--- config.mk ---
export PLATFORM = sky130hd
export DESIGN_NAME = bcd_display_demux
export DESIGN_NICKNAME = d
export VERILOG_FILES = /design/src/rtl/bcd_disp_pkg.sv /design/src/rtl/slot_latch.sv /design/src/rtl/seg_decoder.sv /design/src/rtl/status_decode.sv /design/src/rtl/bcd_display_demux.sv
export SDC_FILE = /design/constraint.sdc
export NUM_CORES = 1
export LEC_CHECK = 0
export BUFFER_PORTS_ARGS = -buffer_cell sky130_fd_sc_hd__buf_2
export CAP_MARGIN = 0
export CORE_MARGIN = 4
export CORE_UTILIZATION = 55
export CTS_BUF_LIST = sky130_fd_sc_hd__clkbuf_4
export CTS_CLUSTER_DIAMETER = 100
export DETAILED_ROUTE_END_ITERATION = 12
export PLACE_DENSITY_LB_ADDON = 0.15
export SYNTH_ARGS = -nofsm -noshare
export SYNTH_HDL_FRONTEND = slang
export SYNTH_SLANG_ARGS = --single-unit
export TNS_END_PERCENT = 30
--- constraint.sdc ---
create_clock -name clk_i -period 1.5 [get_ports clk_i]
set_input_delay 0.225 -clock clk_i [delete_from_list [all_inputs] [get_ports clk_i]]
set_output_delay 0.225 -clock clk_i [all_outputs]
set_load 0.02 [all_outputs]
--- src/rtl/bcd_disp_pkg.sv ---
package bcd_disp_pkg;
  localparam int BCD_W = 4;
  localparam int SEG_W = 7;

  typedef logic [BCD_W-1:0] bcd_t;
  typedef logic [SEG_W-1:0] seg_t;

  // bit order {g,f,e,d,c,b,a}
  localparam seg_t SEG_BC   = 7'h06;
  localparam bcd_t STAT_RST = 4'b1100;  // half dark, positive, in range

  function automatic seg_t bcd_to_seg(bcd_t v);
    seg_t s;
    case (v)
      4'd0:    s = 7'h3F;
      4'd1:    s = 7'h06;
      4'd2:    s = 7'h5B;
      4'd3:    s = 7'h4F;
      4'd4:    s = 7'h66;
      4'd5:    s = 7'h6D;
      4'd6:    s = 7'h7D;
      4'd7:    s = 7'h07;
      4'd8:    s = 7'h7F;
      4'd9:    s = 7'h6F;
      default: s = '0;
    endcase
    return s;
  endfunction
endpackage

--- src/rtl/slot_latch.sv ---
module slot_latch
  import bcd_disp_pkg::*;
#(
  parameter bcd_t RST_VAL = '0
) (
  input  logic clk_i,
  input  logic rst_ni,
  input  logic cap_i,
  input  logic commit_i,
  input  bcd_t d_i,
  output bcd_t shadow_o,
  output bcd_t q_o
);
  bcd_t shadow_q, disp_q;

  always_ff @(posedge clk_i or negedge rst_ni) begin
    if (!rst_ni) begin
      shadow_q <= RST_VAL;
      disp_q   <= RST_VAL;
    end else begin
      if (cap_i)    shadow_q <= d_i;
      if (commit_i) disp_q   <= shadow_q;
    end
  end

  assign shadow_o = shadow_q;
  assign q_o      = disp_q;
endmodule

--- src/rtl/seg_decoder.sv ---
module seg_decoder
  import bcd_disp_pkg::*;
(
  input  bcd_t bcd_i,
  output seg_t seg_o
);
  assign seg_o = bcd_to_seg(bcd_i);
endmodule

--- src/rtl/status_decode.sv ---
module status_decode
  import bcd_disp_pkg::*;
(
  input  bcd_t stat_i,
  output logic half_one_o,
  output logic positive_o,
  output logic over_o,
  output logic under_o
);
  logic unused_stat;
  assign unused_stat = stat_i[1];

  assign half_one_o = ~stat_i[3];
  assign positive_o = stat_i[2];
  assign over_o     = stat_i[0] & ~stat_i[3];
  assign under_o    = stat_i[0] &  stat_i[3];
endmodule

--- src/rtl/bcd_display_demux.sv ---
module bcd_display_demux
  import bcd_disp_pkg::*;
#(
  parameter int NUM_FULL = 3
) (
  input  logic                      clk_i,
  input  logic                      rst_ni,
  input  logic [BCD_W-1:0]          bcd_i,
  input  logic [NUM_FULL:0]         strobe_i,
  input  logic                      eoc_i,
  input  logic                      blink_i,
  output logic [SEG_W*NUM_FULL-1:0] seg_full_o,
  output logic [SEG_W-1:0]          seg_half_o,
  output logic                      plus_o,
  output logic                      minus_o,
  output logic                      over_o,
  output logic                      under_o
);
  localparam int NUM_SLOTS = NUM_FULL + 1;

  logic eoc_q;
  logic commit;
  logic [NUM_SLOTS-1:0][BCD_W-1:0] slot_sh;
  logic [NUM_SLOTS-1:0][BCD_W-1:0] slot_q;
  logic [NUM_FULL-1:0][SEG_W-1:0]  raw_full;
  logic half_one, positive, over_raw, under_raw, blank;

  always_ff @(posedge clk_i or negedge rst_ni) begin
    if (!rst_ni) eoc_q <= 1'b0;
    else         eoc_q <= eoc_i;
  end

  assign commit = eoc_i & ~eoc_q;

  for (genvar s = 0; s < NUM_SLOTS; s++) begin : g_slot
    slot_latch #(
      .RST_VAL((s == 0) ? STAT_RST : bcd_t'(0))
    ) u_slot (
      .clk_i   (clk_i),
      .rst_ni  (rst_ni),
      .cap_i   (strobe_i[s]),
      .commit_i(commit),
      .d_i     (bcd_i),
      .shadow_o(slot_sh[s]),
      .q_o     (slot_q[s])
    );
  end

  for (genvar k = 0; k < NUM_FULL; k++) begin : g_dec
    seg_decoder u_dec (
      .bcd_i(slot_q[k+1]),
      .seg_o(raw_full[k])
    );
  end

  status_decode u_stat (
    .stat_i    (slot_q[0]),
    .half_one_o(half_one),
    .positive_o(positive),
    .over_o    (over_raw),
    .under_o   (under_raw)
  );

  // overrange flashes the whole readout
  assign blank = over_raw & ~blink_i;

  assign seg_full_o = blank ? '0 : raw_full;
  assign seg_half_o = (!blank && half_one) ? SEG_BC : '0;
  assign plus_o     = !blank &&  positive;
  assign minus_o    = !blank && !positive;
  assign over_o     = over_raw;
  assign under_o    = under_raw;
endmodule

==> flow_summary_export.csv, run 1 <==
group,metric,value,unit
yosys,ys.flop_type,"dfrtp_1",
floorplan,start_util,59.5,%
timing,finalHoldViolCount,0,
critical_path,critPathLaunch,"g_slot[1].u_slot.q_o[0]$_DFFE_PN0P_",
place,routabilityCongestion,0.702,
min_path,hold_start,"eoc_i",
timing,finClkSkew,0.00652,ns
timing,worst_slew_pin_slew,0.648,ns
clock_network,insertion_delay,0.31,ns
place,pre_cts_ws,-0.0730,ns
power_and_ir_drop,p_leak,0.00118,uW
job,drv_cap,0,
critical_path,end_kind,"primary output",
yosys,synth.cell_area,1880,sq um
clock_network,cts_tree,"done",
timing,slew_viol_final,0,
layout,final_cell_mix,"buf_4 (31), dfrtp_1 (25), mux2_2 (22)",
floorplan,num_io_pins,44,
drt,drt_first_pass_iters,5,
global_routing,overflow,0,
yosys,ys_seq_area_share,41.6,%
yosys,syn_area_per_cell,10.2,sq um
clock_network,cts.htree.levels,2,
layout,final_common_cell,"buf_4",
layout,multi_input_area,1150,sq um
clock_network,ctsLongestPathBuffers,2,
clock_network,cts_sinks,31,
clock_network,cts-root-buf,"clkbuf_4",
drt,ant_nets,0,
drt,wl_per_cell,16.8,microns
critical_path,r2r-end,"g_slot[0].u_slot.q_o[0]$_DFFE_PN0P_",
min_path,hold_end,"eoc_q$_DFF_PN0_",
critical_path,crit_path_start_kind,"flop",
floorplan,die_h,66.4,microns
yosys,ys_warn_count,0,
floorplan,dieArea,4410,sq um
critical_path,r2r_setup_slack,0.28,ns
yosys,synth_cells,184,
layout,nets,270,
drt,vias,1559,
global_routing,grt_util_all_layers,21.5,%
outcome,failed_checks,"setup timing",
drt,vias_per_cell,5.43,
yosys,synth_cell_types,36,
critical_path,criticalPathCategory,"reg -> out",
power_and_ir_drop,vdd_drop_max,0.000930,V
place,io_buffers,38,
global_routing,grt_pass1_vias,1536,
timing,max_clock_freq,531,MHz
yosys,synth-edff-count,0,
layout,area_growth,37.4,%
timing,timing.final.crit_share,125,%
drt,drc,0,
place,dp_hpwl,3060,microns
floorplan,core_area,3150,sq um
critical_path,critPathBufInv,3,
power_and_ir_drop,p_per_area,1280,nW/um^2
layout,n_antenna_cell,0,
critical_path,critPathRequiredTime,1.27,ns
power_and_ir_drop,p_total,3310,uW
critical_path,cp_slowest_cell,"dfrtp_1",
critical_path,arrival,1.66,ns
timing,period_needed,1.88,ns
min_path,min_path_cells,1,
critical_path,worst-path-max-fanout,4,
outcome,outcome,"complete, but fails checks",
global_routing,antenna_found_initial,0,
timing,slew_headroom,56.8,%
global_routing,grt_pass1_wl,7170,microns
min_path,hold_class,"in -> reg",
timing,fin_ws,-0.382,ns
yosys,async_flop_share,100,%
critical_path,slowest_delay,0.44,ns
clock_network,cts_made_buffers,5,
drt,routed_wl,4820,microns
critical_path,crit_chain,"inv_4, ha_4, inv_1, a2111oi_2, buf_4",
layout,n_fill_cell,184,
drt,drt-initial-drc-count,57,
layout,drive_gt1_share,56.4,%
timing,finalSetupViolCount,25,
critical_path,reg2reg_depth,3,
layout,regArea,783,sq um
yosys,synth-seq-cells,31,
global_routing,grt_max_degree,32,
critical_path,r2r_start,"eoc_q$_DFF_PN0_",
floorplan,rows,20,
timing,rsz0062_at_grt,"yes",
clock_network,path_clk_slew,0.09,ns
critical_path,path_delay_family,"flip-flops",
floorplan,die_w,66.4,microns
-- cells in the mapped netlist (4+ instances only) --
| library cell | count | area, sq um |
|---|---|---|
| ha_1 | 15 | 188 |
| nor2b_1 | 4 | 25.0 |
| mux2_2 | 22 | 248 |
| buf_4 | 9 | 67.6 |
| o21ai_0 | 14 | 70.1 |
| o211a_1 | 4 | 40.0 |
| buf_2 | 5 | 25.0 |
| dfrtp_1 | 27 | 676 |
| inv_1 | 12 | 45.0 |
| nand2_1 | 9 | 33.8 |
| and2_1 | 5 | 31.3 |
| a21oi_1 | 9 | 45.0 |
| nor2_1 | 17 | 63.8 |
| dfstp_2 | 4 | 105 |
-- sequential cells by signal (all words and copies together) (netlist names) --
signal                  count
g_slot.u_slot.q_o          15
eoc_q                       1
g_slot.u_slot.shadow_o     15
-- kinds of logic after synthesis --
family          count (synthesis)  share of synthesized area, %
fa+ha+maj                      15                          10.0
flops                          31                          41.6
xor+xnor                        3                          1.40
other cells                     1                         0.200
mux                            22                          13.2
simple gates                   46                          12.6
buf+inv                        28                          7.74
compound gates                 38                          13.2
-- power breakdown --
part | leakage (uW) | total (uW) | internal [uW] | switching [uW]
Sequential | 0.000361 | 1080 | 960 | 121
Clock | 0.0000285 | 415 | 166 | 249
Combinational | 0.000795 | 1810 | 859 | 951
Total | 0.00118 | 3310 | 1990 | 1320
-- timing repair --
item | CTS | global route
hold buffers | 1 | 0
buffers inserted | 3 | 3
setup endpoints to repair | 25 | 26
hold endpoints to repair | 27 | 0
gates resized for setup | 41 | 44
pin swaps | 13 | 18
-- per-layer routing --
metal	track usage (%)	vias to the layer above	part of all wire (%)
li1	-	728	-
met1	23.8	757	39
met2	41.0	65	55
met3	3.74	9	4.6
met4	6.60	0	1.8
met5	0	-	0
-- per-stage QoR --
| step | hold slack [ns] | TNS [ns] | area [sq um] | utilization, % | instances |
|---|---|---|---|---|---|
| 2_1_floorplan | -0.0706 | -0.839 | 1910 | - | 188 |
| 3_3_place_gp | 0.279 | -0.136 | 2190 | 69.4 | 273 |
| 3_5_place_dp | 0.290 | -0.361 | 2190 | 69.4 | 273 |
| 4_1_cts | 0.0225 | -6.82 | 2390 | 75.8 | 284 |
| 5_1_grt | 0.0231 | -8.60 | 2580 | 81.7 | 287 |
| 6_report | 0.0320 | -6.79 | 2580 | 81.7 | 287 |
-- worst max-delay path by stage --
stage / to / cells after the start
2_1_floorplan: seg_full_o[0] / 3
3_3_place_gp: seg_full_o[14] / 5
3_5_place_dp: seg_full_o[17] / 5
4_1_cts: seg_full_o[3] / 4
5_1_grt: seg_full_o[3] / 5
6_report: seg_full_o[3] / 5
-- area by class of cell --
cell class	instances	area share, %
clock buffers	5	1.46
clock inverters	2	0.340
inverters	13	1.99
multi-input cells	129	44.7
flip-flops and latches	31	30.4
well taps	44	2.14
repair buffers	63	19.0
Power figures use the tool's default switching activity.
==> run 2, diff against run 1 <==
CORE_UTILIZATION = 60   (was 55)
clock period = 2.2 ns   (was 1.5 ns; I/O delays follow)
==> run 2 against run 1 <==
- the flow now finishes without violations
- sequential share of layout area up 6.7 points
- critical path depth unchanged
- global-route usage down 1.7 points
- clock-buffer cell count is 1 higher
- clock skew fell by 0.0017 ns
- clock power is 26% lower
- power shrank 44%
- flip-flop and latch count is the same
- combinational power down 56%
==> flow_summary_export.csv, run 2 (synthesis gave the netlist of run 1 again) <==
group,metric,value,unit
place,routabilityCongestion,0.804,
critical_path,critPathRequiredTime,1.87,ns
timing,slew_headroom,55.7,%
clock_network,cts-root-buf,"clkbuf_4",
timing,worst_slew_pin_slew,0.664,ns
timing,rsz0062_at_grt,"yes",
critical_path,end_kind,"primary output",
global_routing,grt_pass1_wl,6320,microns
layout,n_antenna_cell,0,
critical_path,arrival,1.74,ns
drt,wl_per_cell,13.3,microns
drt,vias,1381,
critical_path,slowest_delay,0.42,ns
critical_path,worst-path-max-fanout,6,
floorplan,num_io_pins,44,
clock_network,ctsLongestPathBuffers,2,
global_routing,grt_util_all_layers,19.8,%
floorplan,die_w,63.9,microns
layout,final_common_cell,"buf_2",
layout,n_fill_cell,238,
critical_path,crit_chain,"inv_1, ha_1, inv_1, a2111oi_2, buf_2",
floorplan,start_util,61.9,%
drt,routed_wl,3530,microns
critical_path,crit_top_cell,"inv_1",
clock_network,holdBufCountCts,0,
timing,slew_viol_final,0,
global_routing,grt_max_degree,32,
clock_network,cts.htree.levels,2,
place,placed_cell_area,2050,sq um
drt,drt_first_pass_iters,4,
timing,whs,0.0300,ns
critical_path,cp_slowest_cell,"dfrtp_2",
floorplan,dieArea,4080,sq um
timing,timing.final.crit_share,94.0,%
critical_path,reg2reg_depth,2,
floorplan,rows,20,
clock_network,insertion_delay,0.33,ns
layout,nets,247,
clock_network,cts_tree,"done",
layout,multi_input_area,970,sq um
power_and_ir_drop,vdd_drop_max,0.000535,V
floorplan,core_area,3030,sq um
outcome,outcome,"complete, no violations",
critical_path,crit_path_start_kind,"flop",
drt,drc,0,
critical_path,path_delay_family,"flip-flops",
timing,finalHoldViolCount,0,
clock_network,path_clk_slew,0.09,ns
timing,max_clock_freq,483,MHz
layout,stdcell_area,2110,sq um
layout,final_cell_mix,"buf_2 (38), dfrtp_1 (25), mux2_2 (22)",
job,drv_cap,0,
place,dp_hpwl,2660,microns
layout,area_growth,12.7,%
power_and_ir_drop,p_leak,0.00102,uW
drt,vias_per_cell,5.21,
clock_network,cts_made_buffers,5,
timing,finalSetupViolCount,0,
drt,ant_nets,0,
timing,finClkSkew,0.00486,ns
clock_network,cts_sinks,31,
layout,drive_gt1_share,36.2,%
global_routing,overflow,0,
floorplan,die_h,63.9,microns
power_and_ir_drop,p_per_area,874,nW/um^2
min_path,hold_class,"in -> async",
critical_path,cp.depth,5,
timing,period_needed,2.07,ns
global_routing,grt_pass1_vias,1432,
global_routing,antenna_found_initial,0,
layout,regArea,783,sq um
critical_path,criticalPathCategory,"reg -> out",
layout,final_util,69.8,%
place,io_buffers,38,
drt,drt-initial-drc-count,39,
critical_path,critPathBufInv,3,
-- run 2: cell types whose count changed in the layout (fill, tap and decap cells not counted), sizes merged --
cell         previous run  this run
clkbuf                  5         6
buf                    62        40
dlygate4sd3             1         0
-- run 2: worst register-to-register path, cell delays in order, from the launching register on --
cell and delay, ns:
dfrtp_1 0.38, nor2b_2 0.47, mux2_2 0.40
-- run 2: layer usage --
metal  track usage (%)  routed length (microns)  vias up
li1                  -                        -      677
met1              21.9                     1440      663
met2              35.5                     1850       31
met3              4.22                      153       10
met4              9.97                       84        0
met5                 0                        0        -
-- run 2: power breakdown --
part | switching, uW | internal [uW] | total [uW] | leakage, uW
Clock | 177 | 130 | 307 | 0.0000307
Combinational | 469 | 322 | 790 | 0.000633
Sequential | 97.1 | 654 | 751 | 0.000361
Total | 743 | 1110 | 1850 | 0.00102
-- run 2: path summary, 6_finish.rpt --
| path | startpoint | endpoint | slack [ns] |
|---|---|---|---|
| setup / recovery | g_slot[1].u_slot.q_o[1]$_DFFE_PN0P_ | seg_full_o[3] | 0.13 |
| hold / removal | rst_ni | g_slot[1].u_slot.shadow_o[0]$_DFFE_PN0P_ | 0.03 |
| setup reg to reg | eoc_q$_DFF_PN0_ | g_slot[3].u_slot.q_o[2]$_DFFE_PN0P_ | 0.85 |
| hold reg to reg | g_slot[2].u_slot.shadow_o[3]$_DFFE_PN0P_ | g_slot[2].u_slot.q_o[3]$_DFFE_PN0P_ | 0.48 |
| max in group asynchronous | rst_ni | g_slot[2].u_slot.q_o[1]$_DFFE_PN0P_ | 1.71 |
| min in group clk_i | eoc_i | eoc_q$_DFF_PN0_ | 0.12 |
-- run 2: cell type report --
class | instances | share of cell area, %
clock buffers | 6 | 2.13
clock inverters | 2 | 0.355
inverters | 13 | 2.31
multi-input cells | 129 | 45.9
flip-flops and latches | 31 | 37.0
well taps | 44 | 2.60
repair buffers | 40 | 9.70
-- run 2: timing repair --
action / 4_1_cts / 5_1_grt
pin swaps: 0 / 0
hold endpoints to repair: 0 / 0
gates resized for setup: 0 / 3
buffers inserted: 1 / 0
setup endpoints to repair: 2 / 4
-- run 2: per-stage QoR --
| stage | worst slack, ns | setup TNS [ns] | cells | total power [uW] |
|---|---|---|---|---|
| 2_1_floorplan | 0.193 | 0 | 188 | 1330 |
| 3_3_place_gp | 0.451 | 0 | 256 | 1520 |
| 3_5_place_dp | 0.366 | 0 | 256 | 1550 |
| 4_1_cts | 0.0501 | 0 | 265 | 1870 |
| 5_1_grt | -0.0205 | -0.0205 | 265 | 2000 |
| 6_report | 0.132 | 0 | 265 | 1850 |
